File: src/rtl/rxq_pkg.sv
package rxq_pkg;

    localparam int unsigned RXQ_DEPTH = 16;
    localparam int unsigned RXQ_WIDTH = 8;

    typedef enum logic [1:0] {
        TRIG_ONE     = 2'd0,
        TRIG_QUARTER = 2'd1,
        TRIG_HALF    = 2'd2,
        TRIG_NEAR    = 2'd3
    } trig_code_e;

    // operations accepted in one cycle, shared by store and level tracker
    typedef struct packed {
        logic flush;
        logic push;
        logic pop;
    } rxq_ops_t;

    // threshold for a trigger code, scaled to the buffer depth
    function automatic int unsigned trig_level(input logic [1:0] code,
                                               input int unsigned depth);
        case (trig_code_e'(code))
            TRIG_ONE:     return 1;
            TRIG_QUARTER: return depth / 4;
            TRIG_HALF:    return depth / 2;
            default:      return depth - 2;
        endcase
    endfunction

endpackage

File: src/rtl/rxq_ctrl.sv
module rxq_ctrl
    import rxq_pkg::*;
#(
    parameter int unsigned DEPTH = RXQ_DEPTH,
    localparam int unsigned CNT_W = $clog2(DEPTH) + 1
) (
    input  logic             rx_en,
    input  logic             push_valid,
    input  logic             pop,
    input  logic             flush,
    input  logic [CNT_W-1:0] count,
    output rxq_ops_t         ops
);

    logic full;
    logic empty;

    assign full  = (count == CNT_W'(DEPTH));
    assign empty = (count == '0);

    always_comb begin
        ops.flush = flush;
        ops.push  = !flush && push_valid && rx_en && !full;
        ops.pop   = !flush && pop && !empty;
    end

endmodule

File: src/rtl/rxq_store.sv
module rxq_store
    import rxq_pkg::*;
#(
    parameter int unsigned WIDTH = RXQ_WIDTH,
    parameter int unsigned DEPTH = RXQ_DEPTH,
    localparam int unsigned PTR_W = $clog2(DEPTH)
) (
    input  logic             clk,
    input  logic             rst,
    input  rxq_ops_t         ops,
    input  logic [WIDTH-1:0] wdata,
    output logic [WIDTH-1:0] head
);

    logic [PTR_W-1:0] wr_ptr;
    logic [PTR_W-1:0] rd_ptr;
    logic [WIDTH-1:0] slot_q [DEPTH];

    // pointers wrap naturally because DEPTH is a power of two
    always_ff @(posedge clk) begin
        if (rst || ops.flush) begin
            wr_ptr <= '0;
            rd_ptr <= '0;
        end else begin
            if (ops.push) wr_ptr <= wr_ptr + 1'b1;
            if (ops.pop)  rd_ptr <= rd_ptr + 1'b1;
        end
    end

    for (genvar i = 0; i < DEPTH; i++) begin : g_slot
        logic [WIDTH-1:0] byte_q;
        always_ff @(posedge clk) begin
            if (ops.push && (wr_ptr == PTR_W'(i))) byte_q <= wdata;
        end
        assign slot_q[i] = byte_q;
    end

    assign head = slot_q[rd_ptr];

endmodule

File: src/rtl/rxq_level.sv
module rxq_level
    import rxq_pkg::*;
#(
    parameter int unsigned DEPTH = RXQ_DEPTH,
    localparam int unsigned CNT_W = $clog2(DEPTH) + 1
) (
    input  logic             clk,
    input  logic             rst,
    input  rxq_ops_t         ops,
    input  logic [1:0]       trig_sel,
    output logic [CNT_W-1:0] count,
    output logic             ready
);

    logic [CNT_W-1:0] count_nxt;
    logic [CNT_W-1:0] thresh;

    assign thresh = CNT_W'(trig_level(trig_sel, DEPTH));

    always_comb begin
        count_nxt = count;
        if (ops.push && !ops.pop)      count_nxt = count + 1'b1;
        else if (ops.pop && !ops.push) count_nxt = count - 1'b1;
    end

    always_ff @(posedge clk) begin
        if (rst || ops.flush) begin
            count <= '0;
            ready <= 1'b0;
        end else begin
            count <= count_nxt;
            if (ops.push && (count_nxt >= thresh))
                ready <= 1'b1;
            else if (ops.pop && (count_nxt < thresh))
                ready <= 1'b0;
        end
    end

endmodule

File: src/rtl/rx_trig_fifo.sv
module rx_trig_fifo
    import rxq_pkg::*;
#(
    parameter int unsigned WIDTH = RXQ_WIDTH,
    parameter int unsigned DEPTH = RXQ_DEPTH,
    localparam int unsigned CNT_W = $clog2(DEPTH) + 1
) (
    input  logic             clk,
    input  logic             rst,
    input  logic             rx_en,
    input  logic             push_valid,
    input  logic [WIDTH-1:0] push_data,
    input  logic             pop,
    output logic [WIDTH-1:0] pop_data,
    input  logic             flush,
    input  logic [1:0]       trig_sel,
    input  logic             rxint_en,
    output logic [CNT_W-1:0] fill_count,
    output logic             ready,
    output logic             rx_irq
);

    rxq_ops_t         ops;
    logic [WIDTH-1:0] head;

    rxq_ctrl #(.DEPTH(DEPTH)) u_ctrl (
        .rx_en      (rx_en),
        .push_valid (push_valid),
        .pop        (pop),
        .flush      (flush),
        .count      (fill_count),
        .ops        (ops)
    );

    rxq_store #(.WIDTH(WIDTH), .DEPTH(DEPTH)) u_store (
        .clk   (clk),
        .rst   (rst),
        .ops   (ops),
        .wdata (push_data),
        .head  (head)
    );

    rxq_level #(.DEPTH(DEPTH)) u_level (
        .clk      (clk),
        .rst      (rst),
        .ops      (ops),
        .trig_sel (trig_sel),
        .count    (fill_count),
        .ready    (ready)
    );

    assign pop_data = (fill_count == '0) ? '1 : head;
    assign rx_irq   = ready && rxint_en;

endmodule

File: config.mk
export PLATFORM = sky130hd
export DESIGN_NAME = rx_trig_fifo
export DESIGN_NICKNAME = d
export VERILOG_FILES = /design/src/rtl/rxq_pkg.sv /design/src/rtl/rxq_ctrl.sv /design/src/rtl/rxq_store.sv /design/src/rtl/rxq_level.sv /design/src/rtl/rx_trig_fifo.sv
export SDC_FILE = /design/constraint.sdc
export NUM_CORES = 1
export LEC_CHECK = 0
export BUFFER_PORTS_ARGS = -buffer_cell sky130_fd_sc_hd__buf_2
export CORE_UTILIZATION = 55
export CTS_BUF_LIST = sky130_fd_sc_hd__clkbuf_8
export CTS_CLUSTER_DIAMETER = 120
export DETAILED_ROUTE_END_ITERATION = 10
export HOLD_SLACK_MARGIN = 0.05
export PLACE_DENSITY = 0.77
export SLEW_MARGIN = 20
export SYNTH_ARGS = -nofsm -noshare
export SYNTH_HDL_FRONTEND = slang
export SYNTH_SLANG_ARGS = --single-unit
export TNS_END_PERCENT = 1
File: constraint.sdc
create_clock -name clk -period 7.8 [get_ports clk]
set_input_delay 1.95 -clock clk [delete_from_list [all_inputs] [get_ports clk]]
set_output_delay 1.95 -clock clk [all_outputs]
set_load 0.01 [all_outputs]
# == Word-level counts from Yosys, hierarchy flattened ==
# Cells that the tools add are included.
# word_totals
reg_bits,142
input_bits,17
out_inout_bits,15
wordCells,91
# op_classes
add_sub_neg,4
order_cmp,3
eq_ne,18
muxes,9
bitwise,1
reduce_logical,36
# op_table
op,n
binary-select mux 8 bit (select 4 bit),1
equality test 4 bit (second input constant),8
logical AND 1 bit,26
two-way mux 8 bit,3
equality test 4 x 3 -> 1 bit (second input constant),4
case mux 4 bit (3 select lines),1
two-way mux 5 bit,2
adder 4 x 1 -> 4 bit (second input constant),2
equality test 4 x 2 -> 1 bit (second input constant),2
adder 5 x 1 -> 5 bit (second input constant),1
equality test 5 bit (second input constant),1
greater-or-equal comparator 5 x 4 -> 1 bit,1
greater-or-equal comparator 5 bit (second input constant),1
zero test 1 bit,5
zero test 5 bit,1
less-than comparator 5 x 4 -> 1 bit,1
NOT 4 -> 5 bit,1
subtractor 5 x 1 -> 5 bit (second input constant),1
equality test 4 x 1 -> 1 bit (second input constant),1
zero test 4 bit,1
equality test 2 x 1 -> 1 bit (second input constant),1
equality test 2 bit (second input constant),1
zero test 2 bit,1
two-way mux 1 bit,2
other kinds (2),2

# == Depth between registers and ports, before layout ==
# Gate-level depths: netlist (run 1).
# logic_depth
depth_word,12
mapped_depth,11
mapped_depth_nobuf,10

# == Modules after synthesis ==
# From an unflattened synthesis (run 1), not the netlist that was laid out.
# hier_totals
hier_cells,332
hier_area_um2,6010.8
# by_module_without_submodules
module,instances,cells_per_inst,area_per_inst_um2,seq_area_each_um2
rxq_store,1,259,5387.7,4003.8
rxq_level,1,54,446.7,120.1
rx_trig_fifo,1,12,130.1,0.0
rxq_ctrl,1,7,46.3,0.0

# == Least setup slack after synthesis (run 1) ==
# No wires, ideal clock.
# synth_timing
kind,input-to-output
start,input rxint_en
end,output rx_irq
arrival_time_ps,2115
required_time_ps,5850
path_slack_ps,3735
cell_stages,1
path_buffers,0
cell_sequence,and2_1
# synth_between
elab_chain_len,1
# synth_lines
item,line_no,source
from (decl),rx_trig_fifo.sv:17,"input logic rxint_en,"
logical AND 1 bit,rx_trig_fifo.sv:53,assign rx_irq = ready && rxint_en;
to (decl),rx_trig_fifo.sv:20,output logic rx_irq
# No other way between the ends.

# == Worst setup path in the final report (run 1) ==
# layout_timing
start,register u_store.rd_ptr[0]
end,output pop_data[4]
# layout_between
elab_chain_len,5
# layout_lines
item,line_no,source
from (decl),rxq_store.sv:16,logic [PTR_W-1:0] rd_ptr;
from (signal assigned),rxq_store.sv:26,if (ops.pop) rd_ptr <= rd_ptr + 1'b1;
NOT 4 -> 5 bit (implied by the code),rxq_store.sv:38,assign head = slot_q[rd_ptr];
binary-select mux 8 bit (select 4 bit),rxq_store.sv:38,
two-way mux 8 bit (implied by the code) (2 in a row),rxq_store.sv:38,
two-way mux 8 bit,rx_trig_fifo.sv:52,assign pop_data = (fill_count == '0) ? '1 : head;
to (decl),rx_trig_fifo.sv:14,"output logic [WIDTH-1:0] pop_data,"
# No other way between the ends. The select of a mux whose other input is x is not followed.

==> impl_metrics.py, run 1 <==
metrics = {
    "outcome": {
        "outcome": "completed",
    },
    "synth": {
        "async_flop_share_pct": 0,
        "yosysTopAreaCellShare_pct": 64.2,
        "ys_types": 46,
        "synth.avg_cell_area_um2": 16.3,
        "syn-cell-area_um2": 5990,
        "syn_nets": 396,
        "synth_seq_cells": 142,
        "synth_cells": 368,
        "synth_edf_count": 128,
        "yosysWarnings": 0,
        "ys_seq_area_share_pct": 68.9,
        "synthTopCellsByArea": "edfxtp_1 64%, mux2i_1 7.0%, mux4_2 6.0%",
        "synth_top_area_cell": "edfxtp_1",
        "synth_ff_type": "edfxtp_1",
    },
    "clock_network": {
        "cts_tree": "built",
        "clock-sinks": 142,
        "root_buffer": "clkbuf_8",
        "cts_setup_buffers": 0,
        "clk_path_buf_depth": 2,
        "cts_buffers": 17,
        "cts_resized": 0,
        "insertion_delay_ps": 430,
        "cts_hold_buf": 0,
        "htree_levels": 4,
        "clkTransAtPathRegs_ps": 70,
    },
    "sta": {
        "post-route-period-util_pct": 63.2,
        "rsz0062_at_grt": "false",
        "clock_skew_ps": 10.4,
        "worst_pin_slew_ps": 1030,
        "setup_violations": 0,
        "fin_crit_ps": 4930,
        "setup_tns_ps": 0,
        "timing.fmax_ghz": 0.203,
        "whs_ps": 560,
        "drv_slew": 0,
        "hold_viol": 0,
        "slew_headroom_pct": 31.3,
    },
    "setup_path": {
        "end_kind": "output port",
        "startpoint": "u_store.rd_ptr[0]",
        "setup.worst_path.class": "flip-flop to output port",
        "r2r_start": "u_level.count[1]",
        "cp.required_ps": 5850,
        "reg2reg_slack_ps": 4820,
        "critical_path.max_stage_delay_ps": 930,
        "r2r_cells": 10,
        "crit_chain": "buf_4 > mux4_2 > mux2i_1 > o21ai_0 > buf_2",
        "path_max_fanout": 27,
        "critPathArrivalTime_ps": 2980,
        "path_depth": 5,
        "timing.critical_path.buf_inv": 2,
        "critical-path-top-delay-family": "flip-flops",
        "r2r_end": "u_level.ready",
        "endpoint": "pop_data[4]",
        "cp-start-kind": "flip-flop",
        "crit_slowest_cell": "dfxtp_2",
    },
    "power": {
        "switching_share_pct": 21.9,
        "ir_drop_uv": 110,
        "switchingPower_uw": 318,
        "power_frac_comb_pct": 3.3,
        "pwr_density_cell_nw_per_um2": 218,
        "p_leak_uw": 0.00213,
        "pwr-share-seq_pct": 57.3,
        "pwr-share-clk_pct": 39.4,
        "p_int_uw": 1130,
        "power_uw": 1450,
    },
    "cells_and_area": {
        "drive_gt1_share_pct": 22.3,
        "area_growth_pct": 11.2,
        "nets": 428,
        "fill_cells": 724,
        "diodes": 0,
        "mostFrequentLayoutCells": "128 x edfxtp_1, 42 x mux2i_1, 31 x buf_2",
        "final_common_cell": "edfxtp_1",
    },
    "detailed_routing": {
        "vias": 3275,
        "wl_met1_um": 5220,
        "wl_met3_um": 1020,
        "drc": 0,
        "wl_met2_um": 5560,
        "routed_wl_um": 12000,
        "detail-route-antenna-nets": 0,
        "routed_via_density": 5.97,
        "top_layer": "met4",
        "dr.pass1.iters": 5,
        "drtIter0Drc": 344,
        "wl_per_cell_um": 21.9,
    },
    "grt": {
        "gr-usage-all-layers_pct": 22.8,
        "grt_pass1_wl_um": 18200,
        "grt_max_degree": 28,
        "grt_pass1_vias": 3204,
        "overflow": 0,
        "antenna_found_initial": 0,
    },
    "die": {
        "initial_core_util_pct": 57.5,
        "fp.dieH_um": 106,
        "die-area_um2": 11300,
        "top_level_ports": 32,
        "design.core.area_um2": 10400,
        "die_w_um": 106,
        "std_cell_rows": 37,
    },
    "placement": {
        "gp_congestion": 0.750,
        "hpwl_um": 7730,
        "port_buffers": 31,
    },
    "min_path": {
        "min_path_type": "flip-flop to flip-flop",
        "hp-start": "u_store.wr_ptr[1]",
    },
    "flow_run": {
        "drv_cap": 0,
    },
}
## layout make-up
cell class	count	area, um2	area share, %
Inverter	8	30.0	0.451
Clock inverter	15	160	2.41
Sequential cell	142	4130	62.0
Timing Repair Buffer	33	170	2.56
Tap cell	136	170	2.56
Clock buffer	17	234	3.52
Multi-Input combinational cell	198	1770	26.5
## worst reg2reg max path: cells and delay by family, from the launching register on
family,cells,cell delay [ps]
XOR/XNOR,1,250
AND/OR/NAND/NOR,1,550
buffers and inverters,1,90
adder cells (fa/ha/maj),2,560
AO/OA/AOI/OAI,5,1010
flip-flops,1,370
## metrics by stage
stage	worst slack [ps]	util, %	instances	area [um2]
floorplan	3740	-	368	5990
global placement	3330	59.9	517	6240
detailed placement	3350	60.0	517	6250
CTS	2810	63.8	549	6650
global route	2670	63.9	549	6660
finish	2870	63.9	549	6660
## registers in the layout, indices dropped and copies added, names as in the netlist
name                   flops
u_store.g_slot.byte_q    128
u_store.rd_ptr             4
u_level.ready              1
u_store.wr_ptr             4
u_level.count              5
## layer usage
metal	GRT usage (%)	up-vias
li1	-	1505
met1	32.7	1606
met2	33.1	144
met3	6.99	20
met4	8.33	0
met5	0	-
## cell families (layout without fill, tap and decap cells)
group                    after synthesis  after routing  synth area share (%)
buffers and inverters                 28             73                  2.11
multiplexers                          58             58                  13.0
AND/OR/NAND/NOR                       70             70                  5.98
XOR/XNOR                               9              9                  1.55
flip-flops                           142            142                  68.9
AO/OA/AOI/OAI                         50             50                  6.14
adder cells (fa/ha/maj)               11             11                  2.30
## power groups by stage
| stage | clock (uW) | sequential [uW] | combinational, uW |
|---|---|---|---|
| after floorplan | 0 | 848 | 24.9 |
| after global placement | 0 | 848 | 45.9 |
| after detailed placement | 0 | 849 | 47.5 |
| after CTS | 578 | 831 | 47.9 |
| after global routing | 612 | 832 | 53.0 |
| final | 573 | 831 | 48.2 |
## synthesized netlist by cell type (all sizes together), types with 2 or more instances
cell / count
nor2b: 3
nand2b: 3
nor2: 26
o21ai: 10
clkbuf: 7
a211oi: 3
edfxtp: 128
a22oi: 18
a21oi: 2
nand4: 2
inv: 8
nand3: 5
nand2: 11
and2: 2
xor2: 3
mux2i: 42
nor3: 7
buf: 13
dfxtp: 14
a21o: 3
mux4: 16
ha: 11
a31oi: 9
and3: 2
or3: 2
xnor2: 5
## worst min-delay path by stage
stage,cells past startpoint,endpoint,slack (ps)
after floorplan,2,u_store.wr_ptr[1],500
after global routing,2,u_store.wr_ptr[1],580
after detailed placement,2,u_store.wr_ptr[1],540
after CTS,2,u_store.wr_ptr[1],550
final,2,u_store.wr_ptr[1],560
after global placement,2,u_store.wr_ptr[1],540
No activity file was read; power rests on OpenSTA's default activity.
==> run 2, diff against run 1 <==
Settings changed: ABC_AREA from default to 1.
Clock period 7.8 ns to 4.96 ns, I/O delays scaled along.
==> run 2 against run 1 <==
  * Die area up 2.6%
  * Global-route usage up 0.74 points
  * Hold slack worse by 22 ps
  * Clock skew up 2.8 ps
  * Wire length up 6.5%
  * Combinational power up 96%
  * Count of clock-buffer cells in the layout unchanged
  * Cell count up 29%
  * Total power up 53%
  * Synthesized cell count up 43%
  * Non-clock buffer count up 1
  * Critical endpoint is now pop_data[6]
  * Largest cell class unchanged
  * Largest power group unchanged
==> impl_metrics.py, run 2 <==
metrics = {
    "synth": {
        "synth_cells": 526,
        "synthTopCellsByArea": "edfxtp_1 63%, nor2_1 7.6%, o21ai_0 5.5%",
        "syn-cell-area_um2": 6150,
        "post-synth-top-count-cell": "edfxtp_1",
        "syn_nets": 554,
        "synth_edf_count": 128,
        "yosysWarnings": 0,
        "async_flop_share_pct": 0,
        "ys_types": 38,
        "synth_seq_cells": 142,
        "synth_top_area_cell": "edfxtp_1",
        "ys_seq_area_share_pct": 67.1,
        "yosysTopAreaCellShare_pct": 62.5,
        "synth.avg_cell_area_um2": 11.7,
        "ys_top_cells_by_count": "128 x edfxtp_1, 125 x nor2_1, 68 x o21ai_0, 32 x nand3_1, 32 x o211ai_1",
        "synth_ff_type": "edfxtp_1",
    },
    "power": {
        "pwr_density_cell_nw_per_um2": 331,
        "switchingPower_uw": 463,
        "pwr-share-clk_pct": 36.8,
        "switching_share_pct": 20.8,
        "p_leak_uw": 0.00233,
        "p_int_uw": 1760,
        "ir_drop_uv": 190,
        "power_uw": 2220,
        "power_frac_comb_pct": 4.2,
        "pwr-share-seq_pct": 58.9,
    },
    "die": {
        "top_level_ports": 32,
        "die-area_um2": 11600,
        "design.core.area_um2": 10900,
        "initial_core_util_pct": 56.5,
        "die_w_um": 108,
        "fp.dieH_um": 108,
        "std_cell_rows": 38,
    },
    "clock_network": {
        "clk_path_buf_depth": 2,
        "cts_hold_buf": 0,
        "cts_setup_buffers": 0,
        "htree_levels": 4,
        "clock-sinks": 142,
        "clkTransAtPathRegs_ps": 80,
        "insertion_delay_ps": 440,
        "cts_tree": "built",
        "cts_buffers": 17,
        "cts_resized": 0,
        "root_buffer": "clkbuf_8",
    },
    "sta": {
        "worst_pin_slew_ps": 1040,
        "clock_skew_ps": 13.2,
        "post-route-period-util_pct": 74.7,
        "rsz0062_at_grt": "false",
        "slew_headroom_pct": 30.5,
        "drv_slew": 0,
        "fin_crit_ps": 3700,
        "setup_tns_ps": 0,
        "hold_viol": 0,
        "setup_violations": 0,
        "timing.fmax_ghz": 0.270,
    },
    "cells_and_area": {
        "final_common_cell": "edfxtp_1",
        "largest_reg_flops": 128,
        "largest-register": "u_store.g_slot.byte_q",
        "diodes": 0,
        "drive_gt1_share_pct": 14.0,
        "area_growth_pct": 9.36,
        "nets": 581,
        "fill_cells": 846,
        "biggestRegsByFlops": "u_store.g_slot.byte_q: 128 flops, u_level.count: 5 flops",
        "mostFrequentLayoutCells": "128 x edfxtp_1, 125 x nor2_1, 68 x o21ai_0",
    },
    "grt": {
        "grt_max_degree": 69,
        "gr-usage-all-layers_pct": 23.6,
        "overflow": 0,
        "grt_pass1_vias": 3781,
        "grt_pass1_wl_um": 19800,
        "antenna_found_initial": 0,
    },
    "setup_path": {
        "crit_chain": "buf_4 > o21ai_0 > o211ai_1 > nand3_1 > nand3_1 > buf_2",
        "cp.required_ps": 3720,
        "crit_slowest_cell": "dfxtp_2",
        "critical_path.max_stage_delay_ps": 820,
        "critical_path.most_common_cell": "nand3_1",
        "cp-start-kind": "flip-flop",
        "setup.worst_path.class": "flip-flop to output port",
        "path_max_fanout": 40,
        "end_kind": "output port",
        "critPathArrivalTime_ps": 2460,
    },
    "detailed_routing": {
        "detail-route-antenna-nets": 0,
        "wl_met3_um": 716,
        "wl_met1_um": 5660,
        "routed_via_density": 5.62,
        "wl_met2_um": 6130,
        "drc": 0,
        "top_layer": "met4",
        "vias": 3970,
        "drtIter0Drc": 394,
        "dr.pass1.iters": 4,
        "routed_wl_um": 12800,
        "wl_per_cell_um": 18.1,
    },
    "min_path": {
        "min_path_type": "flip-flop to flip-flop",
    },
    "placement": {
        "gp_congestion": 0.858,
        "hpwl_um": 7910,
        "port_buffers": 31,
    },
    "flow_run": {
        "drv_cap": 0,
    },
    "outcome": {
        "outcome": "completed",
    },
}
run 2: cell types whose count changed after synthesis, sizes merged, moves of 8 or more:
cell	before	now
a22oi	18	0
o21ai	10	72
a31oi	9	1
nand3	5	35
a21oi	2	10
nand2	11	30
nor2	26	128
mux2i	42	0
inv	8	24
o211ai	1	32
mux4	16	0
run 2: stage by stage:
stage	worst slack [ps]	cell area, um2	util, %	std cells	hold slack [ps]
after floorplan	1990	6150	-	526	490
after global placement	1770	6370	58.5	674	512
after detailed placement	1740	6370	58.5	674	536
after CTS	1230	6720	61.7	706	545
after global routing	1110	6720	61.7	706	573
final	1260	6720	61.7	706	538
run 2: cells by family after synthesis:
family                   Yosys count  synth area share (%)
AO/OA/AOI/OAI                    117                  11.1
XOR/XNOR                           5                 0.835
adder cells (fa/ha/maj)           11                  2.24
buffers and inverters             52                  3.79
flip-flops                       142                  67.1
AND/OR/NAND/NOR                  199                  15.0
run 2: final timing paths:
path	startpoint	to	slack, ps	depth (start not counted)
min	u_store.wr_ptr[0]	u_store.wr_ptr[0]	540	2
min reg2reg	u_store.wr_ptr[0]	u_store.wr_ptr[0]	540	2
max reg2reg	u_level.count[0]	u_level.ready	2390	18
max	u_store.rd_ptr[1]	pop_data[6]	1260	6
run 2: final cells by class:
| class | instances | area [um2] | area share, % |
|---|---|---|---|
| clock buffers | 17 | 234 | 3.48 |
| clock inverters | 15 | 114 | 1.69 |
| inverters | 26 | 105 | 1.56 |
| multi-input cells | 332 | 1790 | 26.6 |
| flip-flops and latches | 142 | 4130 | 61.4 |
| well taps | 140 | 175 | 2.61 |
| repair buffers | 34 | 178 | 2.64 |
run 2: critical path: cells and delay by family, from the launching register on:
kind                   cells  cell delay, ps
flip-flops                 1             820
AND/OR/NAND/NOR            2             240
AO/OA/AOI/OAI              2             390
buffers and inverters      2             560
run 2: power by group through the flow:
stage          logic, uW  clock network [uW]  registers, uW
2_1_floorplan       55.8                   0           1330
3_3_place_gp        91.4                   0           1340
3_5_place_dp        94.2                   0           1340
4_1_cts             94.7                 831           1310
5_1_grt              105                 874           1310
6_report            94.4                 819           1310
run 2: metal layers:
metal / vias up / track usage [%]
met1: 1893 / 30.9
met5: - / 0
li1: 1933 / -
met2: 129 / 38.1
met3: 15 / 5.08
met4: 0 / 9.78
==> run 3, diff against run 2 <==
Settings changed: PLACE_DENSITY 0.77 to 0.8.
Clock period 4.96 ns to 3 ns, I/O delays scaled along.
==> run 3 against run 2 <==
  * Non-clock buffer count up 20
  * Combinational power up 75%
  * Worst setup slack worse by 1100 ps
  * Critical path depth up 2
  * First-iteration DRC count up 38%
  * Die area unchanged
  * Wire length up 5.9%
  * Clock power up 77%
  * Cell area up 2.7%
  * Sequential cell count unchanged
  * Critical path type unchanged
==> impl_metrics.py, run 3 (synthesis gave the netlist of run 2 again) <==
metrics = {
    "outcome": {
        "outcome": "completed",
    },
    "power": {
        "ir_drop_uv": 486,
        "pwr_density_cell_nw_per_um2": 548,
        "power_uw": 3780,
        "p_leak_uw": 0.00246,
    },
    "detailed_routing": {
        "drtIter0Drc": 542,
        "vias": 4170,
        "dr.pass1.iters": 5,
        "routed_wl_um": 13500,
        "routed_via_density": 5.76,
        "drc": 0,
        "detail-route-antenna-nets": 0,
        "wl_per_cell_um": 18.7,
    },
    "cells_and_area": {
        "largest_reg_flops": 128,
        "final_common_cell": "edfxtp_1",
        "mostFrequentLayoutCells": "128 x edfxtp_1, 125 x nor2_1, 68 x o21ai_0",
        "final_util_pct": 63.4,
        "biggestRegsByFlops": "u_store.g_slot.byte_q: 128 flops, u_level.count: 5 flops",
        "diodes": 0,
        "largest-register": "u_store.g_slot.byte_q",
        "drive_gt1_share_pct": 17.6,
        "area_growth_pct": 12.3,
        "nets": 601,
    },
    "setup_path": {
        "cp.required_ps": 2250,
        "r2r_start": "u_level.count[0]",
        "cp-start-kind": "flip-flop",
        "end_kind": "output port",
        "r2r_cells": 17,
        "crit_chain": "buf_4 > nor2_1 > nor2_1 > o21ai_0 > o211ai_1 > nand3_1 > nand3_1 > buf_2",
        "r2r_end": "u_level.ready",
        "reg2reg_slack_ps": 360,
        "path_max_fanout": 44,
        "crit_slowest_cell": "buf_4",
        "critPathArrivalTime_ps": 2130,
        "timing.critical_path.buf_inv": 2,
        "critical-path-top-delay-family": "buffers and inverters",
        "critical_path.max_stage_delay_ps": 400,
        "setup.worst_path.class": "flip-flop to output port",
    },
    "sta": {
        "fin_crit_ps": 2880,
        "slew_headroom_pct": 49.2,
        "rsz0062_at_grt": "false",
        "worst_pin_slew_ps": 759,
        "post-route-period-util_pct": 96.0,
        "clock_skew_ps": 10.2,
        "timing.fmax_ghz": 0.347,
        "hold_viol": 0,
        "fin_ws_ps": 120,
        "setup_violations": 0,
        "whs_ps": 545,
        "drv_slew": 0,
        "setup_tns_ps": 0,
    },
    "die": {
        "die-area_um2": 11600,
        "top_level_ports": 32,
        "design.core.area_um2": 10900,
        "die_w_um": 108,
        "std_cell_rows": 38,
        "fp.dieH_um": 108,
        "initial_core_util_pct": 56.5,
    },
    "grt": {
        "gr-usage-all-layers_pct": 25.3,
        "antenna_found_initial": 0,
        "grt_max_degree": 68,
        "grt_pass1_wl_um": 21300,
        "overflow": 0,
        "grt_pass1_vias": 4127,
    },
    "clock_network": {
        "root_buffer": "clkbuf_8",
        "cts_buffers": 17,
        "cts_setup_buffers": 0,
        "clkTransAtPathRegs_ps": 70,
        "clock-sinks": 142,
        "insertion_delay_ps": 440,
        "cts_hold_buf": 0,
        "clk_path_buf_depth": 2,
        "cts_tree": "built",
        "htree_levels": 4,
        "cts_resized": 0,
    },
    "placement": {
        "port_buffers": 31,
        "hpwl_um": 8450,
        "pre_cts_slack_ps": 208,
        "gp_congestion": 0.939,
    },
    "min_path": {
        "min_to": "u_store.wr_ptr[3]",
        "hold_path_depth": 2,
        "hp-start": "u_store.wr_ptr[2]",
        "min_path_type": "flip-flop to flip-flop",
    },
    "flow_run": {
        "drv_cap": 0,
    },
}
==> run 3: cell types whose count changed in the layout (fill, tap and decap cells not counted), sizes merged <==
cell,delta
inv,-1
clkinvlp,-1
clkinv,-1
buf,+20
bufinv,+1
==> run 3: report_power, final <==
part / leakage, uW / total, uW / switching, uW / internal [uW]
Combinational: 0.000986 / 165 / 114 / 51.5
Sequential: 0.00127 / 2160 / 4.35 / 2160
Clock: 0.000203 / 1450 / 664 / 788
Total: 0.00246 / 3780 / 782 / 3000
==> run 3: how the worst max path moves through the flow <==
stage                     depth (start not counted)  slack, ps         startpoint       endpoint
after floorplan                                  16        520                pop  u_level.ready
after global placement                           16        320              flush  u_level.ready
after detailed placement                         16        210              flush  u_level.ready
after CTS                                         8        130  u_store.rd_ptr[0]    pop_data[5]
after global routing                              8          9  u_store.rd_ptr[0]    pop_data[3]
final                                             8        120  u_store.rd_ptr[0]    pop_data[7]
==> run 3: worst reg2reg max path, stage by stage, from the launching register on <==
cell     delay [ps]
dfxtp_1         380
inv_1           120
ha_1            320
nand3_4         230
nand2_8         110
inv_6           120
nand2_8          70
nand2_2          60
o21ai_2          50
nand2_1         100
nand2_1          70
ha_1            330
a21oi_1         150
nor2_1           60
nor3_1          150
nand3_1         100
nand2_1          60
a21oi_1          60
==> run 3: through the flow <==
stage          std cells  instance area (um2)
6_report             724                 6910
5_1_grt              724                 6910
4_1_cts              724                 6910
3_5_place_dp         694                 6540
3_3_place_gp         694                 6540
2_1_floorplan        526                 6150
==> run 3: routing by layer <==
metal	global-route usage, %	part of all wire [%]	routed length, um	vias to the layer above
li1	-	-	-	1967
met4	10.7	1.9	260	0
met1	31.2	41	5540	2000
met5	0	0	0	-
met3	6.78	6.7	906	32
met2	41.8	50	6830	171
==> run 3: cell type report <==
cell class | count | area, um2
clock buffer | 17 | 234
multi-input combinational | 332 | 1790
tap | 140 | 175
timing repair buffer | 54 | 340
clock inverter | 13 | 134
sequential | 142 | 4130
inverter | 26 | 105
fill | 808 | 3980
